<file path="config.mk">
export PLATFORM = sky130hd
export DESIGN_NAME = stkc_core
export DESIGN_NICKNAME = d
export VERILOG_FILES = /design/src/rtl/stkc_pkg.sv /design/src/rtl/stkc_regfile.sv /design/src/rtl/stkc_stack.sv /design/src/rtl/stkc_alu.sv /design/src/rtl/stkc_core.sv
export SDC_FILE = /design/constraint.sdc
export NUM_CORES = 1
export LEC_CHECK = 0
export ABC_CLOCK_PERIOD_IN_PS = 6200
export BUFFER_PORTS_ARGS = -buffer_cell sky130_fd_sc_hd__buf_2
export CAP_MARGIN = 10
export CORE_UTILIZATION = 60
export DETAILED_ROUTE_END_ITERATION = 16
export PLACE_DENSITY_LB_ADDON = 0.3
export SLEW_MARGIN = 20
export SYNTH_ARGS = -nofsm -noshare
export SYNTH_HDL_FRONTEND = slang
export SYNTH_SLANG_ARGS = --single-unit
</file>
<file path="constraint.sdc">
create_clock -name clk -period 6.2 [get_ports clk]
set_input_delay 0.31 -clock clk [delete_from_list [all_inputs] [get_ports clk]]
set_output_delay 0.31 -clock clk [all_outputs]
set_load 0.02 [all_outputs]
</file>
<file path="src/rtl/stkc_pkg.sv">
// Shared definitions for the execution core: opcode encoding and sizes.
// Assumes the decoder upstream emits these exact 3-bit codes.
package stkc_pkg;
    typedef enum logic [2:0] {
        OP_MOV = 3'd0,
        OP_ADD = 3'd1,
        OP_PSH = 3'd2,
        OP_POP = 3'd3,
        OP_CMP = 3'd4,
        OP_JMP = 3'd5,
        OP_JEQ = 3'd6,
        OP_NOP = 3'd7
    } op_e;
endpackage

</file>
<file path="src/rtl/stkc_regfile.sv">
// Register file: NREG registers of W bits, one write port, all contents
// exposed flat. Assumes the write index is in range when we is high.
module stkc_regfile #(
    parameter int NREG = 8,
    parameter int W    = 16,
    localparam int AW  = $clog2(NREG)
) (
    input  logic              clk,
    input  logic              rst_n,
    input  logic              we,
    input  logic [AW-1:0]     waddr,
    input  logic [W-1:0]      wdata,
    output logic [NREG*W-1:0] rd_flat
);
    for (genvar g = 0; g < NREG; g++) begin : g_reg
        logic [W-1:0] q;
        // Hold or update one register.
        always_ff @(posedge clk) begin
            if (!rst_n)
                q <= '0;
            else if (we && waddr == AW'(g))
                q <= wdata;
        end
        assign rd_flat[g*W +: W] = q;
    end
endmodule

</file>
<file path="src/rtl/stkc_stack.sv">
// LIFO stack with DEPTH entries. A push when full and a pop when empty are
// ignored; the full/empty outputs let the caller flag them as faults.
module stkc_stack #(
    parameter int DEPTH = 16,
    parameter int W     = 16,
    localparam int DW   = $clog2(DEPTH + 1)
) (
    input  logic          clk,
    input  logic          rst_n,
    input  logic          push,
    input  logic          pop,
    input  logic [W-1:0]  din,
    output logic [W-1:0]  top,
    output logic [DW-1:0] depth,
    output logic          full,
    output logic          empty
);
    logic [W-1:0] mem [DEPTH];

    assign full  = (depth == DW'(DEPTH));
    assign empty = (depth == '0);

    // Track the fill level; faulting requests leave it alone.
    always_ff @(posedge clk) begin
        if (!rst_n)
            depth <= '0;
        else if (push && !full)
            depth <= depth + 1'b1;
        else if (pop && !empty)
            depth <= depth - 1'b1;
    end

    // Write a pushed value into the first free slot.
    always_ff @(posedge clk) begin
        if (push && !full)
            mem[depth[DW-2:0]] <= din;
    end

    // Present the newest entry (don't-care when empty).
    always_comb begin
        top = '0;
        if (!empty)
            top = mem[DW'(depth - 1'b1)];
    end

    assert_underflow_keeps_depth_R6: assert property (@(posedge clk) disable iff (!rst_n)
        (pop && !push && empty) |=> (depth == '0));
    assert_full_push_holds_R7: assert property (@(posedge clk) disable iff (!rst_n)
        (push && full) |=> (depth == DW'(DEPTH)));
    assert_depth_bound_R7: assert property (@(posedge clk) disable iff (!rst_n)
        depth <= DW'(DEPTH));
    assert_push_grows_R4: assert property (@(posedge clk) disable iff (!rst_n)
        (push && !full) |=> (depth == $past(depth) + 1'b1));
endmodule

</file>
<file path="src/rtl/stkc_alu.sv">
// Add / reverse-subtract unit with zero, negative and signed-overflow
// outputs. sub=1 computes b - a; sub=0 computes a + b. Purely combinational.
module stkc_alu #(
    parameter int W = 16
) (
    input  logic         sub,
    input  logic [W-1:0] a,
    input  logic [W-1:0] b,
    output logic [W-1:0] res,
    output logic         z,
    output logic         n,
    output logic         ov
);
    // Produce the result and its flags.
    always_comb begin
        if (sub) begin
            res = b - a;
            ov  = (b[W-1] != a[W-1]) && (res[W-1] != b[W-1]);
        end else begin
            res = a + b;
            ov  = (a[W-1] == b[W-1]) && (res[W-1] != a[W-1]);
        end
        z = (res == '0);
        n = res[W-1];
    end
endmodule

</file>
<file path="src/rtl/stkc_core.sv">
// Top of the execution core. Accepts one decoded instruction per valid
// cycle, updates registers, stack, flags and PC, and pulses an error output
// for one cycle on stack underflow or overflow. Assumes in_* are stable
// around the clock edge while in_valid is high.
module stkc_core
    import stkc_pkg::*;
#(
    parameter int NREG  = 8,
    parameter int W     = 16,
    parameter int DEPTH = 16,
    parameter int PCW   = 8,
    localparam int AW   = $clog2(NREG),
    localparam int DW   = $clog2(DEPTH + 1)
) (
    input  logic              clk,
    input  logic              rst_n,
    input  logic              in_valid,
    input  logic [2:0]        in_op,
    input  logic              in_src_imm,
    input  logic [AW-1:0]     in_ra,
    input  logic [AW-1:0]     in_rb,
    input  logic [W-1:0]      in_imm,
    input  logic [PCW-1:0]    in_target,
    output logic [NREG*W-1:0] regs_flat,
    output logic              flag_ov,
    output logic              flag_z,
    output logic              flag_n,
    output logic [PCW-1:0]    pc,
    output logic [DW-1:0]     stack_depth,
    output logic              err_underflow,
    output logic              err_overflow
);
    op_e          op;
    logic [W-1:0] reg_a, reg_b, src, alu_res, stk_top;
    logic         alu_z, alu_n, alu_ov;
    logic         stk_full, stk_empty;
    logic         do_push, do_pop, rf_we;
    logic [W-1:0] rf_wdata;

    assign op    = op_e'(in_op);
    assign reg_a = regs_flat[in_ra*W +: W];
    assign reg_b = regs_flat[in_rb*W +: W];
    assign src   = in_src_imm ? in_imm : reg_a;

    assign do_push = in_valid && (op == OP_PSH);
    assign do_pop  = in_valid && (op == OP_POP);

    // Select what, if anything, is written to the destination register.
    always_comb begin
        rf_we    = 1'b0;
        rf_wdata = src;
        if (in_valid) begin
            case (op)
                OP_MOV: rf_we = 1'b1;
                OP_ADD: begin rf_we = 1'b1; rf_wdata = alu_res; end
                OP_POP: begin rf_we = !stk_empty; rf_wdata = stk_top; end
                default: rf_we = 1'b0;
            endcase
        end
    end

    stkc_regfile #(.NREG(NREG), .W(W)) u_rf (
        .clk(clk), .rst_n(rst_n), .we(rf_we), .waddr(in_rb),
        .wdata(rf_wdata), .rd_flat(regs_flat)
    );

    stkc_stack #(.DEPTH(DEPTH), .W(W)) u_stk (
        .clk(clk), .rst_n(rst_n), .push(do_push), .pop(do_pop), .din(src),
        .top(stk_top), .depth(stack_depth), .full(stk_full), .empty(stk_empty)
    );

    stkc_alu #(.W(W)) u_alu (
        .sub(op == OP_CMP), .a(src), .b(reg_b), .res(alu_res),
        .z(alu_z), .n(alu_n), .ov(alu_ov)
    );

    // Latch the flags after add and compare only.
    always_ff @(posedge clk) begin
        if (!rst_n)
            {flag_ov, flag_z, flag_n} <= 3'b000;
        else if (in_valid && (op == OP_ADD || op == OP_CMP))
            {flag_ov, flag_z, flag_n} <= {alu_ov, alu_z, alu_n};
    end

    // Advance or redirect the program counter.
    always_ff @(posedge clk) begin
        if (!rst_n)
            pc <= '0;
        else if (in_valid) begin
            if (op == OP_JMP || (op == OP_JEQ && flag_z))
                pc <= in_target;
            else
                pc <= pc + 1'b1;
        end
    end

    // Raise a one-cycle fault pulse for stack misuse.
    always_ff @(posedge clk) begin
        if (!rst_n) begin
            err_underflow <= 1'b0;
            err_overflow  <= 1'b0;
        end else begin
            err_underflow <= do_pop && stk_empty;
            err_overflow  <= do_push && stk_full;
        end
    end

    logic [W-1:0] regs_arr [NREG];
    for (genvar g = 0; g < NREG; g++) begin : g_view
        assign regs_arr[g] = regs_flat[g*W +: W];
    end

    assert_mov_keeps_flags_R2: assert property (@(posedge clk) disable iff (!rst_n)
        (in_valid && op == OP_MOV) |=> $stable({flag_ov, flag_z, flag_n}));
    assert_add_result_R3: assert property (@(posedge clk) disable iff (!rst_n)
        (in_valid && op == OP_ADD && !in_src_imm && in_ra != in_rb) |=>
        (regs_arr[$past(in_rb)] == W'($past(regs_arr[in_ra]) + $past(regs_arr[in_rb]))));
    assert_cmp_keeps_reg_R8: assert property (@(posedge clk) disable iff (!rst_n)
        (in_valid && op == OP_CMP) |=> $stable(regs_flat));
    assert_jmp_target_R9: assert property (@(posedge clk) disable iff (!rst_n)
        (in_valid && op == OP_JMP) |=> (pc == $past(in_target)));
    assert_jeq_not_taken_R10: assert property (@(posedge clk) disable iff (!rst_n)
        (in_valid && op == OP_JEQ && !flag_z) |=> (pc == $past(pc) + 1'b1));
    assert_idle_holds_R11: assert property (@(posedge clk) disable iff (!rst_n)
        !in_valid |=> ($stable(pc) && $stable(regs_flat) && $stable(stack_depth)));
    assert_underflow_cause_R12: assert property (@(posedge clk) disable iff (!rst_n)
        $rose(err_underflow) |-> $past(do_pop && stk_empty));
    assert_underflow_keeps_reg_R6: assert property (@(posedge clk) disable iff (!rst_n)
        (do_pop && stk_empty) |=> $stable(regs_flat));
endmodule

</file>
==> impl_metrics.sql <==
INSERT INTO impl_metrics (metric_group, metric, value, unit) VALUES
('worst_setup_path', 'worst_ep_arrival_time', '5.01', 'ns'),
('floorplanning', 'die_height', '183', 'um'),
('global_routing', 'grt-ovfl-total', '0', ''),
('timing', 'skew', '0.0200', 'ns'),
('timing', 'fin_crit', '4.65', 'ns'),
('routing', 'route.detailed.vias_per_inst', '6.65', ''),
('floorplanning', 'placement_rows', '65', ''),
('clock_tree', 'clock_tree.htree_level_count', '2', ''),
('yosys', 'ys.flop_type', 'sky130_fd_sc_hd__edfxtp_1', ''),
('worst_setup_path', 'worst_path_dominant_cell_family', 'compound AO/OA/AOI/OAI gates', ''),
('power_and_ir_drop', 'p_per_area', '267', 'nW/um2'),
('worst_setup_path', 'path_cells', 'buf_2 > buf_4 > mux4_2 > mux2_2 > ha_1 > inv_1 > a221oi_1 > a21oi_1 > o31a_1 > xnor2_1 > a32o_1 > a22oi_1 > a211oi_1', ''),
('worst_setup_path', 'worstReg2RegEnd', 'u_rf.g_reg[1].q[14]', ''),
('worst_setup_path', 'timing.critical_path.slowest_cell_delay', '0.75', 'ns'),
('cells_and_area', 'final_cells', '2118', ''),
('worst_setup_path', 'cp-startpoint', 'in_rb[0]', ''),
('floorplanning', 'die-area', '33400', 'um2'),
('placed_design', 'gpl.final_weighted_congestion', '0.935', ''),
('cells_and_area', 'synthesis_to_layout_area_growth', '14.3', '%'),
('clock_tree', 'holdBufCountCts', '0', ''),
('clock_tree', 'cts_tree', 'done', ''),
('placed_design', 'final_hpwl_dp', '38.1', 'mm'),
('clock_tree', 'cts_repair_resize_count', '0', ''),
('routing', 'ant_nets', '0', ''),
('run_status', 'outcome', 'completed', ''),
('timing', 'final.hold.worst_slack', '0.0805', 'ns'),
('routing', 'count_of_tritonroute_iterations_in_the_first_routing_pass', '6', ''),
('timing', 'report.final.setup_viol', '0', ''),
('floorplanning', 'floorplan.initialDensity', '61.5', '%'),
('timing', 'grt_setup_unrepaired', 'false', ''),
('yosys', 'ys_top_cells_by_area', 'sky130_fd_sc_hd__edfxtp_1 (39%), sky130_fd_sc_hd__mux4_2 (15%), sky130_fd_sc_hd__dfxtp_1 (15%), sky130_fd_sc_hd__mux2i_1 (3.5%), sky130_fd_sc_hd__nor2_1 (3.2%)', ''),
('yosys', 'yosys.cell_types.count', '82', ''),
('clock_tree', 'max-clock-path-buffers', '3', ''),
('clock_tree', 'cts.sink_count', '402', ''),
('cells_and_area', 'fillCellCount', '2214', ''),
('clock_tree', 'clkLatencyLatePin', '0.54', 'ns'),
('placed_design', 'place.detailed.instances', '2041', ''),
('cells_and_area', 'multi_input_area', '8440', 'um2'),
('global_routing', 'grt_util_all_layers', '34.0', '%'),
('clock_tree', 'post-cts-setup-buffer-count', '0', ''),
('timing', 'report.final.hold_viol_count', '0', ''),
('clock_tree', 'clkSlewWorstSetupHoldPaths', '0.06', 'ns'),
('worst_hold_path', 'hold_path.class', 'in -> reg', ''),
('routing', 'wire_per_inst', '26.5', 'um'),
('worst_setup_path', 'register_to_register_path_setup_slack', '1.70', 'ns'),
('yosys', 'yosys_warnings', '0', ''),
('yosys', 'synth_sequential_area_ratio', '54.1', '%'),
('yosys', 'synthesis.instances', '1483', ''),
('global_routing', 'vias_in_the_first_global_route', '13652', ''),
('worst_setup_path', 'depth_of_the_most_critical_reg_to_reg_path', '16', ''),
('floorplanning', 'ioPinCount', '183', ''),
('yosys', 'ys_seq_elements', '402', ''),
('cells_and_area', 'final_core_utilization', '70.3', '%'),
('yosys', 'number_of_enable_type_register_cells_in_the_synthesized_netlist', '256', ''),
('yosys', 'synth_fp_nets', '1560', ''),
('routing', 'vias', '14084', ''),
('yosys', 'syn-mean-instance-area', '13.2', 'um2'),
('timing', 'finalCritPeriodShare', '75.0', '%'),
('cells_and_area', 'layout.cells.most_common_list', 'sky130_fd_sc_hd__edfxtp_1 (256), sky130_fd_sc_hd__buf_2 (182), sky130_fd_sc_hd__nor2_1 (157)', ''),
('yosys', 'yosysTopAreaCell', 'sky130_fd_sc_hd__edfxtp_1', ''),
('worst_setup_path', 'endpoint', 'u_rf.g_reg[6].q[9]', ''),
('routing', 'wl', '56.2', 'mm'),
('cells_and_area', 'numnets_final', '1728', ''),
('timing', 'worst-slew-pin-transition', '1.13', 'ns'),
('worst_setup_path', 'cp_num_buf_inv', '3', ''),
('clock_tree', 'cts_root_buffer', 'sky130_fd_sc_hd__clkbuf_16', ''),
('yosys', 'netlist.area_leader.share', '39.2', '%'),
('timing', 'maxSlewHeadroom', '24.4', '%'),
('yosys', 'synth.cell_area', '19600', 'um2'),
('worst_setup_path', 'rr_startpoint', 'u_rf.g_reg[0].q[0]', ''),
('cells_and_area', 'drive_above_1_share', '29.6', '%');
[logic make-up after synthesis]
logic type | after synthesis | share of synthesized area [%]
AO/OA/AOI/OAI | 285 | 10.3
multiplexers | 217 | 19.5
XOR/XNOR | 20 | 0.932
buffers and inverters | 140 | 3.15
AND/OR/NAND/NOR | 379 | 9.36
adder cells (fa/ha/maj) | 40 | 2.63
flip-flops | 402 | 54.1
[sequential cells by signal (all words and copies together), names as in the netlist]
register and cells:
flag_ov 1, u_stk.mem 256, u_stk.depth 5, err_overflow 1, u_rf.g.q 128, err_underflow 1, pc 8, flag_n 1
flag_z 1
[synthesized netlist by cell type, drive strengths merged (4+ instances only)]
cell / number
edfxtp: 256
nor2: 175
dfxtp: 146
mux4: 130
a211oi: 89
nand2: 85
mux2i: 69
o21ai: 57
buf: 56
clkbuf: 51
a21oi: 44
ha: 38
inv: 33
mux2: 18
nor3: 16
and3: 15
and2: 14
nand3: 14
a31oi: 13
a22oi: 11
nand2b: 11
xnor2: 11
nor3b: 10
o211ai: 9
xor2: 9
nor2b: 8
o22ai: 8
a2bb2oi: 6
nor4: 6
o21a: 6
or3: 6
a32o: 5
a32oi: 4
nand3b: 4
nand4: 4
o21bai: 4
o31ai: 4
[tightest hold or removal path, delay by kind of cell]
kind,cells,cell delay (ns)
AOI/OAI and AO/OA,1,0.09
buffers and inverters,1,0.10
and+or+nand+nor,1,0.06
[layout make-up]
type | instances | share of cell area [%]
flip-flops and latches | 402 | 47.4
multi-input cells | 941 | 37.7
repair buffers | 232 | 5.82
clock buffers | 57 | 5.21
well taps | 435 | 2.43
clock inverters | 17 | 0.894
inverters | 33 | 0.564
diodes | 1 | 0.0112
[where the power goes]
| part | switching [W] | internal (W) |
|---|---|---|
| Clock | 0.00102 | 0.00148 |
| Sequential | 0.0000240 | 0.00286 |
| Combinational | 0.000371 | 0.000213 |
[how the worst min path moves through the flow]
stage / from / to / depth (start not counted)
CTS: in_target[0] / pc[0] / 3
global placement: pc[7] / pc[7] / 2
finish: in_target[0] / pc[0] / 3
floorplan: in_op[1] / err_underflow / 2
detailed placement: pc[1] / pc[1] / 2
global route: in_target[0] / pc[0] / 3
[stage by stage]
step / total power (W) / worst slack (ns) / cell area [um2]
finish: 0.00598 / 1.55 / 22400
CTS: 0.00598 / 1.50 / 22400
detailed placement: 0.00352 / 0.952 / 21000
global placement: 0.00351 / 1.15 / 21000
floorplan: 0.00333 / 1.61 / 19600
global route: 0.00613 / 1.22 / 22400
[routing by layer]
| metal | global-route usage, % | vias up | routed length [um] |
|---|---|---|---|
| li1 | - | 6067 | - |
| met1 | 47.4 | 7041 | 22200 |
| met2 | 53.9 | 847 | 26800 |
| met3 | 6.12 | 129 | 5430 |
| met4 | 12.7 | 0 | 1880 |
| met5 | 0 | - | 0 |
(Power assumes the default switching activity.)
